File: config.mk
export PLATFORM = sky130hd
export DESIGN_NAME = pmode_ctrl
export DESIGN_NICKNAME = d
export VERILOG_FILES = /design/src/rtl/pmode_pkg.sv /design/src/rtl/pmode_rstq.sv /design/src/rtl/pmode_guard.sv /design/src/rtl/pmode_pins.sv /design/src/rtl/pmode_ctrl.sv
export SDC_FILE = /design/constraint.sdc
export NUM_CORES = 1
export LEC_CHECK = 0
export BUFFER_PORTS_ARGS = -buffer_cell sky130_fd_sc_hd__buf_2
export CORE_MARGIN = 2
export CORE_UTILIZATION = 45
export DETAILED_ROUTE_END_ITERATION = 10
export GPL_TIMING_DRIVEN = 0
export PLACE_DENSITY = 0.81
export SLEW_MARGIN = 20
export SYNTH_ARGS = -nofsm -noshare
export SYNTH_HDL_FRONTEND = slang
export SYNTH_SLANG_ARGS = --single-unit
File: constraint.sdc
create_clock -name clk -period 3.1 [get_ports clk]
set_input_delay 0.155 -clock clk [delete_from_list [all_inputs] [get_ports clk]]
set_output_delay 0.155 -clock clk [all_outputs]
set_load 0.02 [all_outputs]
File: src/rtl/pmode_pkg.sv
package pmode_pkg;

    typedef enum logic [1:0] {
        PM_RUN  = 2'b00,
        PM_IDLE = 2'b01,
        PM_DOWN = 2'b10
    } pm_mode_e;

    // number of arm/go pairs and their roles
    localparam int NPAIR     = 2;
    localparam int PAIR_IDLE = 0;
    localparam int PAIR_DOWN = 1;
    localparam int CTL_W     = 2 * NPAIR;

    // bit positions inside the control word; software depends on these
    function automatic int arm_pos(input int pair);
        return 2 * pair;
    endfunction

    function automatic int go_pos(input int pair);
        return 2 * pair + 1;
    endfunction

    typedef struct packed {
        pm_mode_e mode;
        logic     ext_q;
    } pm_state_t;

    typedef struct packed {
        logic ale;
        logic psen;
        logic p0_oe;
        logic p2_addr;
        logic alt_live;
    } pm_pins_t;

endpackage

File: src/rtl/pmode_rstq.sv
module pmode_rstq #(
    parameter int MC_CLKS = 12,
    parameter int MC_HOLD = 2
) (
    input  logic clk,
    input  logic rst_in,
    output logic rst_int
);
    localparam int HOLD = MC_CLKS * MC_HOLD;
    localparam int CW   = $clog2(HOLD + 1);

    logic [CW-1:0] cnt_d, cnt_q;

    always_comb begin
        cnt_d = cnt_q;
        if (!rst_in) begin
            cnt_d = '0;
        end else if (cnt_q != CW'(HOLD)) begin
            cnt_d = cnt_q + CW'(1);
        end
    end

    always_ff @(posedge clk) begin
        cnt_q <= cnt_d;
    end

    // high once the request has been seen on HOLD consecutive edges
    assign rst_int = (cnt_q == CW'(HOLD));

endmodule

File: src/rtl/pmode_guard.sv
module pmode_guard (
    input  logic clk,
    input  logic clr,
    input  logic step,
    input  logic wr,
    input  logic arm_bit,
    input  logic go_bit,
    output logic armed,
    output logic fire
);
    logic armed_d, armed_q;

    always_comb begin
        armed_d = armed_q;
        if (clr) begin
            armed_d = 1'b0;
        end else if (step) begin
            // every completed instruction re-decides the flag
            armed_d = wr & arm_bit;
        end
    end

    always_ff @(posedge clk) begin
        armed_q <= armed_d;
    end

    assign armed = armed_q;
    assign fire  = step & wr & go_bit & armed_q;

endmodule

File: src/rtl/pmode_pins.sv
module pmode_pins
    import pmode_pkg::*;
(
    input  pm_mode_e mode,
    input  logic     ext_q,
    input  logic     core_ale,
    input  logic     core_psen,
    input  logic     core_p0_oe,
    input  logic     core_p2_addr,
    output pm_pins_t pins
);
    always_comb begin
        pins = '{ale: core_ale, psen: core_psen, p0_oe: core_p0_oe,
                 p2_addr: core_p2_addr, alt_live: 1'b1};
        case (mode)
            PM_IDLE: begin
                pins.ale      = 1'b1;
                pins.psen     = 1'b1;
                pins.p0_oe    = ~ext_q;
                pins.p2_addr  = ext_q;
                pins.alt_live = 1'b1;
            end
            PM_DOWN: begin
                pins.ale      = 1'b0;
                pins.psen     = 1'b0;
                pins.p0_oe    = ~ext_q;
                pins.p2_addr  = 1'b0;
                pins.alt_live = 1'b0;
            end
            default: ;
        endcase
    end

endmodule

File: src/rtl/pmode_ctrl.sv
module pmode_ctrl
    import pmode_pkg::*;
#(
    parameter int IRQ_N   = 4,
    parameter int MC_CLKS = 12,
    parameter int MC_HOLD = 2
) (
    input  logic             clk,
    input  logic             rst_in,
    input  logic             instr_done,
    input  logic             wr_en,
    input  logic [CTL_W-1:0] wr_data,
    input  logic [IRQ_N-1:0] irq_pend,
    input  logic [IRQ_N-1:0] irq_en,
    input  logic             code_ext,
    input  logic             core_ale,
    input  logic             core_psen,
    input  logic             core_p0_oe,
    input  logic             core_p2_addr,
    output logic             cpu_clk_en,
    output logic             periph_clk_en,
    output logic [1:0]       mode,
    output logic [CTL_W-1:0] ctl_rd,
    output logic             ale,
    output logic             psen,
    output logic             p0_oe,
    output logic             p2_addr,
    output logic             alt_live
);
    logic             rst_int;
    logic             step;
    logic             wake;
    logic             any_fire;
    logic [NPAIR-1:0] armed;
    logic [NPAIR-1:0] fire;
    pm_state_t        st_d, st_q;
    pm_pins_t         pins;

    pmode_rstq #(.MC_CLKS(MC_CLKS), .MC_HOLD(MC_HOLD)) u_rstq (
        .clk     (clk),
        .rst_in  (rst_in),
        .rst_int (rst_int)
    );

    assign step     = instr_done & (st_q.mode == PM_RUN);
    assign wake     = |(irq_pend & irq_en);
    assign any_fire = |fire;

    for (genvar p = 0; p < NPAIR; p++) begin : g_pair
        pmode_guard u_guard (
            .clk     (clk),
            .clr     (rst_int | any_fire),
            .step    (step),
            .wr      (wr_en),
            .arm_bit (wr_data[arm_pos(p)]),
            .go_bit  (wr_data[go_pos(p)]),
            .armed   (armed[p]),
            .fire    (fire[p])
        );
        assign ctl_rd[arm_pos(p)] = armed[p];
    end

    assign ctl_rd[go_pos(PAIR_IDLE)] = (st_q.mode == PM_IDLE);
    assign ctl_rd[go_pos(PAIR_DOWN)] = (st_q.mode == PM_DOWN);

    always_comb begin
        st_d = st_q;
        if (rst_int) begin
            st_d.mode  = PM_RUN;
            st_d.ext_q = 1'b0;
        end else begin
            case (st_q.mode)
                PM_RUN: begin
                    if (fire[PAIR_DOWN]) begin
                        st_d.mode  = PM_DOWN;
                        st_d.ext_q = code_ext;
                    end else if (fire[PAIR_IDLE]) begin
                        st_d.mode  = PM_IDLE;
                        st_d.ext_q = code_ext;
                    end
                end
                PM_IDLE: begin
                    if (wake) st_d.mode = PM_RUN;
                end
                PM_DOWN: ;
                default: st_d.mode = PM_RUN;
            endcase
        end
    end

    always_ff @(posedge clk) begin
        st_q <= st_d;
    end

    pmode_pins u_pins (
        .mode         (st_q.mode),
        .ext_q        (st_q.ext_q),
        .core_ale     (core_ale),
        .core_psen    (core_psen),
        .core_p0_oe   (core_p0_oe),
        .core_p2_addr (core_p2_addr),
        .pins         (pins)
    );

    assign mode          = st_q.mode;
    assign cpu_clk_en    = (st_q.mode == PM_RUN);
    assign periph_clk_en = (st_q.mode != PM_DOWN);
    assign ale           = pins.ale;
    assign psen          = pins.psen;
    assign p0_oe         = pins.p0_oe;
    assign p2_addr       = pins.p2_addr;
    assign alt_live      = pins.alt_live;

endmodule

**Word level (Yosys, flattened, before mapping)**

Index checks and enable logic that the tools add are counted.

- Reduce and logical (&&, ||, !) cells: 6
- Equal/unequal tests: 7
- Mux-type cells: 5
- Add/subtract/negate cells: 1
- Bitwise gates (word level): 12

Operator list:

| operator | number |
|---|---|
| $pmux 5 s2 | 1 |
| $and 1x1->1 | 8 |
| $mux 3 | 2 |
| $pmux 2 s3 | 1 |
| $add 5x1->5 const B | 1 |
| $eq 5x5->1 const B | 1 |
| $ne 5x5->1 const B | 1 |
| $and 4x4->4 | 1 |
| $reduce_or 4->1 | 1 |
| $ne 3x1->1 const B | 1 |
| $reduce_and 3->1 | 1 |
| $eq 2x1->1 const B | 1 |
| $eq 2x2->1 const B | 1 |
| $logic_not 2->1 | 1 |
| $mux 2 | 1 |
| $ne 2x1->1 const B | 1 |
| $ne 2x2->1 const B | 1 |
| $not 1->1 | 2 |
| $reduce_and 2->1 | 1 |
| $reduce_bool 2->1 | 1 |
| $reduce_or 2->1 | 1 |
| $or 1x1->1 | 1 |

- Bits in registers: 10
- Bits of input ports: 21
- Word-level logic and storage cells: 36
- Output and inout port bits: 13

**Depth between registers and ports, before layout**

Gate-level depths: netlist of the first run.

- Depth in word-level cells: 8
- Depth in mapped cells: 6
- Gate-level depth less buffers: 6

**Cells and area by module**

Synthesis of the first run repeated with hierarchy kept, for this count alone.

- Cells, all modules: 76
- Area, all modules: 634.4 µm²

By module, submodules not included:

| module | area an instance (µm²) | cells each | instances | seq. area each (µm²) |
|---|---|---|---|---|
| pmode_rstq | 262.8 | 27 | 1 | 100.1 |
| pmode_ctrl | 173.9 | 22 | 1 | 60.1 |
| pmode_guard | 50.0 | 5 | 2 | 20.0 |
| pmode_pins | 97.6 | 17 | 1 | 0.0 |

**Worst setup path before layout of the first run**

Ideal clock, no wire load.

- Path type: reg2reg
- From: register st_q (netlist bit mode[0])
- To: register st_q (netlist bit mode[1])
- Setup time: 0.116 ns
- Slack: 1.493 ns
- Buffers on the path: 0
- Period minus slack after synthesis: 1.607 ns
- Arrival time: 1.491 ns
- Cell stages (with the launch flop): 6
- Required time: 2.984 ns
- Cells stage by stage: dfxtp_1 inv_1 ha_1 a31oi_1 a211oi_2 a41o_2

- Elaborated cells between the ends (all ways): 15
- Those cells by class: eq/ne: 4; mux: 2; bitwise: 7; reduce/logical: 2

RTL lines:

| item | RTL line | text |
|---|---|---|
| start: declaration | pmode_ctrl.sv:36 | `pm_state_t st_d, st_q;` |
| start signal: assignment | pmode_ctrl.sv:92 | `st_q <= st_d;` |
| $eq 2x2->1 * | - |  |
| via ctl_rd[3] | pmode_ctrl.sv:23 | `output logic [CTL_W-1:0] ctl_rd,` |
| $not 1->1 (no source line) | - |  |
| $reduce_and 3->1 (no source line) | - |  |

Mark *: on every way through the listed nets, which the timed path passes. The rest lies on a longest branch.
A chain may end at the register's enable or synchronous reset.

**Worst setup path after layout of the first run**

- From: register st_q (netlist bit mode[0])
- To: output p0_oe

- Word-level cells in the longest chain between the ends: 2
- Elaborated cells between the ends (all ways): 3
- Those cells by class: eq/ne: 2; mux: 1

Ends and longest elaborated chain:

| item | RTL line | text |
|---|---|---|
| $eq 2x2->1 / $eq 2x1->1 (equally long branches) | pmode_pins.sv:15 | `case (mode)` |
| $pmux 5 s2 * | pmode_pins.sv:15 |  |
| end: declaration | pmode_ctrl.sv:26 | `output logic p0_oe,` |

Every way passes the cells marked *; elsewhere a longest branch is shown, timed or not.

==> impl_metrics.ini, run 1 <==
[setup_path]
critPathBufInv = 2
cp-startpoint = mode[0]$_SDFFE_PP0P_
crit_path_max_incr_delay_ns = 0.39
worstSetupEndpointType = output port
worstReg2RegEnd = mode[0]$_SDFFE_PP0P_
ff2ff_path_depth = 6
crit_path_start_kind = flop
required_ns = 2.94
criticalPathCategory = flop to output port
cp_top_family = flip-flops
timing.rr.start = mode[1]$_SDFFE_PP0P_
arrival_ns = 1.62
crit_path_max_fanout = 6
reg2reg_slack_ns = 1.55
cp_cell_sequence = inv_1 > ha_1 > mux2_2 > buf_2
critPathSlowestCell = dfxtp_1
crit_cells = 4
cp-endpoint = p0_oe

[floorplanning]
die_y_um = 41.0
io_pins = 34
start_util = 0.479
core_area_um2 = 1280
fp.dieW_um = 41.0
die_area_um2 = 1680
placementRows = 13

[placed_design]
place_hpwl_um = 1090
dp.cells = 123
routabilityCongestion = 0.681
io_buffers = 33

[yosys]
avgSynthCellArea_um2 = 8.21
synth_area_um2 = 616
syn_nets = 101
ys_seq_area_frac = 0.325
yosys_warnings = 0
synthDistinctLibCells = 27
synthCells = 75
synth_edf_count = 0
async_flop_share = 0
ys_ff_latch = 10
synth_ff_type = dfxtp_1

[power_and_ir_drop]
ir_worst_vdd_v = 0.000461
p_per_area_nw_per_um2 = 900
p_leak_nw = 0.420
power_uw = 753

[finish]
num_antenna_cells = 0
area_growth_pct = 35.8
seq_area_um2 = 200
layout_common_cells = buf_2, nand2_1, dfxtp_1
final_cells = 127
drive_gt1_frac = 0.393
multi_input_area_um2 = 359
fin_nets = 139
final_core_util = 0.650
layout_commonest_cell = buf_2
fill_cells = 116

[timing]
period_needed_ns = 1.77
holdWs_ns = 0.136
hold_viol = 0
finalSetupViolCount = 0
tns_ns = 0
rsz0062_at_grt = no
period_share = 0.571
max_freq_ghz = 0.565
max_slew_margin = 0.746
drv_slew = 0
worst_slew_pin_slew_ns = 0.379
clock_skew_ns = 0.00344

[grt]
grt_max_degree = 8
antenna_found_initial = 0
grt_overflow = 0
grt_pass1_vias = 468
grt_pass1_wl_um = 1790
grt.total_usage = 0.166

[clock_tree]
post_cts_resized = 0
cts_htree_levels = 1
cts_buffers = 3
clock_sinks = 10
hold_buffers = 0
cts.clk_slew.worst_paths_ns = 0.07
cts_tree = built
post_cts_buffers = 0
clock_path_buffers = 2
cts_root_buf = clkbuf_4
clk_latency_ns = 0.27

[detailed_routing]
ant_nets = 0
wl_um = 1350
wl_per_cell_um = 10.6
avgViaCountPerCell = 4.97
route.detailed.drc = 0
via_count = 631
drt-initial-drc-count = 12
dr.pass1.iters = 4

[status]
outcome = completed

[min_path]
hold_path.class = input port to flop

[job]
max_cap_violations = 0
==> cell usage after synthesis (2+ instances only) <==
cell type,instances,area share
a21oi_1,3,0.024
and2_1,3,0.030
and3_1,2,0.020
buf_4,3,0.037
dfxtp_1,10,0.33
ha_1,5,0.10
inv_1,8,0.049
nand2_1,11,0.067
nand3_1,3,0.024
nand4_1,2,0.020
nor2_1,4,0.024
o21ai_0,5,0.041
xnor2_1,2,0.028
==> flip-flops by register name (all words and copies together) (netlist names) <==
| name | flops |
|---|---|
| u_rstq.cnt_q | 5 |
| g_pair.u_guard.armed | 2 |
| mode | 2 |
| st_q | 1 |
==> logic make-up (layout without fill, tap and decap cells) <==
family,Yosys count,after routing,synth area share
AO/OA/AOI/OAI,15,15,0.167
XOR/XNOR,3,3,0.0427
adder cells (fa/ha/maj),5,5,0.102
buffers and inverters,12,49,0.0915
flip-flops,10,10,0.325
multiplexers,2,2,0.0346
AND/OR/NAND/NOR,28,28,0.238
==> metrics by stage <==
stage,worst slack [ns],area (um2)
after detailed placement,1.58,800
after global placement,1.64,800
after floorplan,1.49,616
final,1.33,836
after global routing,1.25,836
after CTS,1.33,836
==> worst register-to-register path, cell delays in order (launching register included) <==
cell and delay [ns]:
dfxtp_1 0.33, inv_1 0.10, ha_1 0.29, nand2_1 0.15
nor3b_2 0.27, a21oi_1 0.11, a211oi_1 0.22
==> per-layer routing <==
| metal | vias up | part of all wire | global-route usage | wire length [um] |
|---|---|---|---|---|
| li1 | 329 | - | - | - |
| met1 | 284 | 0.43 | 0.204 | 582 |
| met2 | 18 | 0.50 | 0.250 | 681 |
| met3 | 0 | 0.066 | 0.0978 | 89 |
| met4 | 0 | 0 | 0.0250 | 0 |
| met5 | - | 0 | 0 | 0 |
==> report_power, final <==
group	leakage [nW]	internal, mW	switching (mW)
Clock	0.0210	0.0713	0.0467
Combinational	0.317	0.172	0.272
Sequential	0.0823	0.162	0.0278
Total	0.420	0.406	0.347
==> layout make-up <==
type                    instances  area share
plain buffers                   4      0.0314
clock buffers                   4      0.0434
inverters                       8      0.0359
multi-input cells              53       0.430
flip-flops and latches         10       0.240
well taps                      15      0.0225
repair buffers                 33       0.198
==> worst min-delay path by stage <==
stage	start	endpoint	slack, ns	cells past startpoint
floorplan	rst_in	u_rstq.cnt_q[3]$_SDFFE_PN0N_	0.28	1
global placement	code_ext	st_q[0]$_SDFFE_PP0P_	0.40	3
detailed placement	code_ext	st_q[0]$_SDFFE_PP0P_	0.41	3
CTS	code_ext	st_q[0]$_SDFFE_PP0P_	0.13	3
global route	rst_in	u_rstq.cnt_q[4]$_SDFFE_PN0N_	0.13	2
finish	code_ext	st_q[0]$_SDFFE_PP0P_	0.14	3
(Power assumes the default switching activity.)
==> inputs of run 2 (changes only) <==
--- a/config.mk
+++ b/config.mk
@@ -7,10 +7,10 @@
 export LEC_CHECK = 0
 export BUFFER_PORTS_ARGS = -buffer_cell sky130_fd_sc_hd__buf_2
 export CORE_MARGIN = 2
-export CORE_UTILIZATION = 45
+export CORE_UTILIZATION = 42
 export DETAILED_ROUTE_END_ITERATION = 10
 export GPL_TIMING_DRIVEN = 0
-export PLACE_DENSITY = 0.81
+export PLACE_DENSITY = 0.76
 export SLEW_MARGIN = 20
 export SYNTH_ARGS = -nofsm -noshare
 export SYNTH_HDL_FRONTEND = slang
==> constraint.sdc (replaced) <==
create_clock -name clk -period 1.7 [get_ports clk]
set_input_delay 0.085 -clock clk [delete_from_list [all_inputs] [get_ports clk]]
set_output_delay 0.085 -clock clk [all_outputs]
set_load 0.02 [all_outputs]
==> run 2 against run 1 <==
Compared with the run above:
- power rose by 89%
- sequential power up 85%
- largest power group unchanged
- design area rose by 1.9%
==> impl_metrics.ini, run 2 (synthesized netlist as in run 1, its figures left out) <==
[setup_path]
crit_top_cell = nor2_1
critPathBufInv = 2
crit_path_start_kind = flop
critPathSlowestCell = dfxtp_2
arrival_ns = 1.50
cp_cell_sequence = inv_1 > ha_1 > nor2_1 > nor2_1 > mux2_2 > buf_2
worstReg2RegEnd = mode[1]$_SDFFE_PP0P_
crit_path_max_fanout = 4
worstSetupEndpointType = output port
criticalPathCategory = flop to output port
required_ns = 1.62
cp_top_family = flip-flops
crit_path_max_incr_delay_ns = 0.36
ff2ff_path_depth = 5
timing.rr.start = mode[0]$_SDFFE_PP0P_
reg2reg_slack_ns = 0.25

[detailed_routing]
dr.pass1.iters = 4
route.detailed.drc = 0
wl_per_cell_um = 10.3
avgViaCountPerCell = 4.84
ant_nets = 0
via_count = 615
wl_um = 1310
drt-initial-drc-count = 11

[job]
max_cap_violations = 0

[finish]
fin_nets = 139
layout_commonest_cell = buf_2
drive_gt1_frac = 0.429
layout_common_cells = buf_2, nand2_1, dfxtp_1
largest_register_ff_count = 5
design_area_um2 = 852
top_register = u_rstq.cnt_q
final_core_util = 0.639
num_antenna_cells = 0
area_growth_pct = 38.4

[power_and_ir_drop]
p_per_area_nw_per_um2 = 1670
ir_worst_vdd_v = 0.000894
p_leak_nw = 0.421
power_mw = 1.42

[timing]
finalSetupViolCount = 0
max_slew_margin = 0.764
clock_skew_ns = 0.00270
drv_slew = 0
period_share = 0.931
tns_ns = 0
max_freq_ghz = 0.632
worst_slew_pin_slew_ns = 0.353
period_needed_ns = 1.58
hold_viol = 0

[grt]
grt_overflow = 0
grt_max_degree = 8
grt_pass1_wl_um = 2220
grt.total_usage = 0.157
antenna_found_initial = 0
grt_pass1_vias = 577

[floorplanning]
fp.dieW_um = 42.3
die_y_um = 42.3
start_util = 0.462
core_area_um2 = 1330
io_pins = 34
placementRows = 13
die_area_um2 = 1790

[clock_tree]
cts_buffers = 3
cts_tree = built
cts_root_buf = clkbuf_4
clock_path_buffers = 2
cts_htree_levels = 1
hold_buffers = 0
post_cts_buffers = 0
cts.clk_slew.worst_paths_ns = 0.06
clk_latency_ns = 0.27
clock_sinks = 10

[status]
outcome = completed

[min_path]
min_path_cells = 3
hold_path.class = input port to flop
holdPathEnd = st_q[0]$_SDFFE_PP0P_
min_from = code_ext

[placed_design]
postPlaceCellArea_um2 = 800
place_hpwl_um = 1060
routabilityCongestion = 0.747
io_buffers = 33
[run 2: cell counts in the layout (fill, tap and decap cells not counted)]
Identical to the previous run, type by type.
[run 2: layout make-up]
class / instances / area [um2]
Timing Repair Buffer: 33 / 165
Clock buffer: 4 / 36.3
Sequential cell: 10 / 201
Buffer: 4 / 26.3
Inverter: 8 / 30.0
Multi-Input combinational cell: 53 / 374
Tap cell: 15 / 18.8
Fill cell: 127 / 482
[run 2: per-stage QoR]
step	worst slack [ns]	instances	hold slack, ns
final	0.117	127	0.0585
after global routing	-0.00876	127	0.0860
after CTS	0.0114	127	0.0524
after detailed placement	0.185	123	0.337
after global placement	0.210	123	0.325
after floorplan	0.0927	75	0.207
[run 2: routing by layer]
layer	vias to the layer above	part of all wire	wire (um)	global-route usage
met3	3	0.062	82	0.0560
met1	263	0.42	555	0.171
met4	0	0.0076	10	0.0375
met2	16	0.51	664	0.286
li1	333	-	-	-
met5	-	0	0	0
[run 2: worst max-delay path by stage]
stage	start	end	slack, ns	cells past startpoint
floorplan	mode[0]$_SDFFE_PP0P_	mode[1]$_SDFFE_PP0P_	0.09	5
global route	mode[0]$_SDFFE_PP0P_	p0_oe	-0.009	6
finish	mode[0]$_SDFFE_PP0P_	p0_oe	0.12	6
detailed placement	mode[1]$_SDFFE_PP0P_	mode[0]$_SDFFE_PP0P_	0.18	6
global placement	mode[1]$_SDFFE_PP0P_	mode[0]$_SDFFE_PP0P_	0.21	6
CTS	mode[1]$_SDFFE_PP0P_	p0_oe	0.01	4
[run 2: worst register-to-register path, stage by stage (launching register included)]
cell	delay, ns
dfxtp_2	0.36
inv_1	0.08
ha_1	0.25
a31oi_1	0.31
a211oi_2	0.11
a41o_2	0.24
[run 2: repair_timing]
item	CTS	global route
gates resized for setup	0	4
endpoints found under the hold margin	0	0
endpoints found under the setup margin	0	1
[run 2: power breakdown]
group	total (mW)	switching (mW)	internal, mW
clock network	0.212	0.0814	0.130
registers	0.351	0.0523	0.298
logic	0.862	0.501	0.361
total	1.42	0.635	0.789
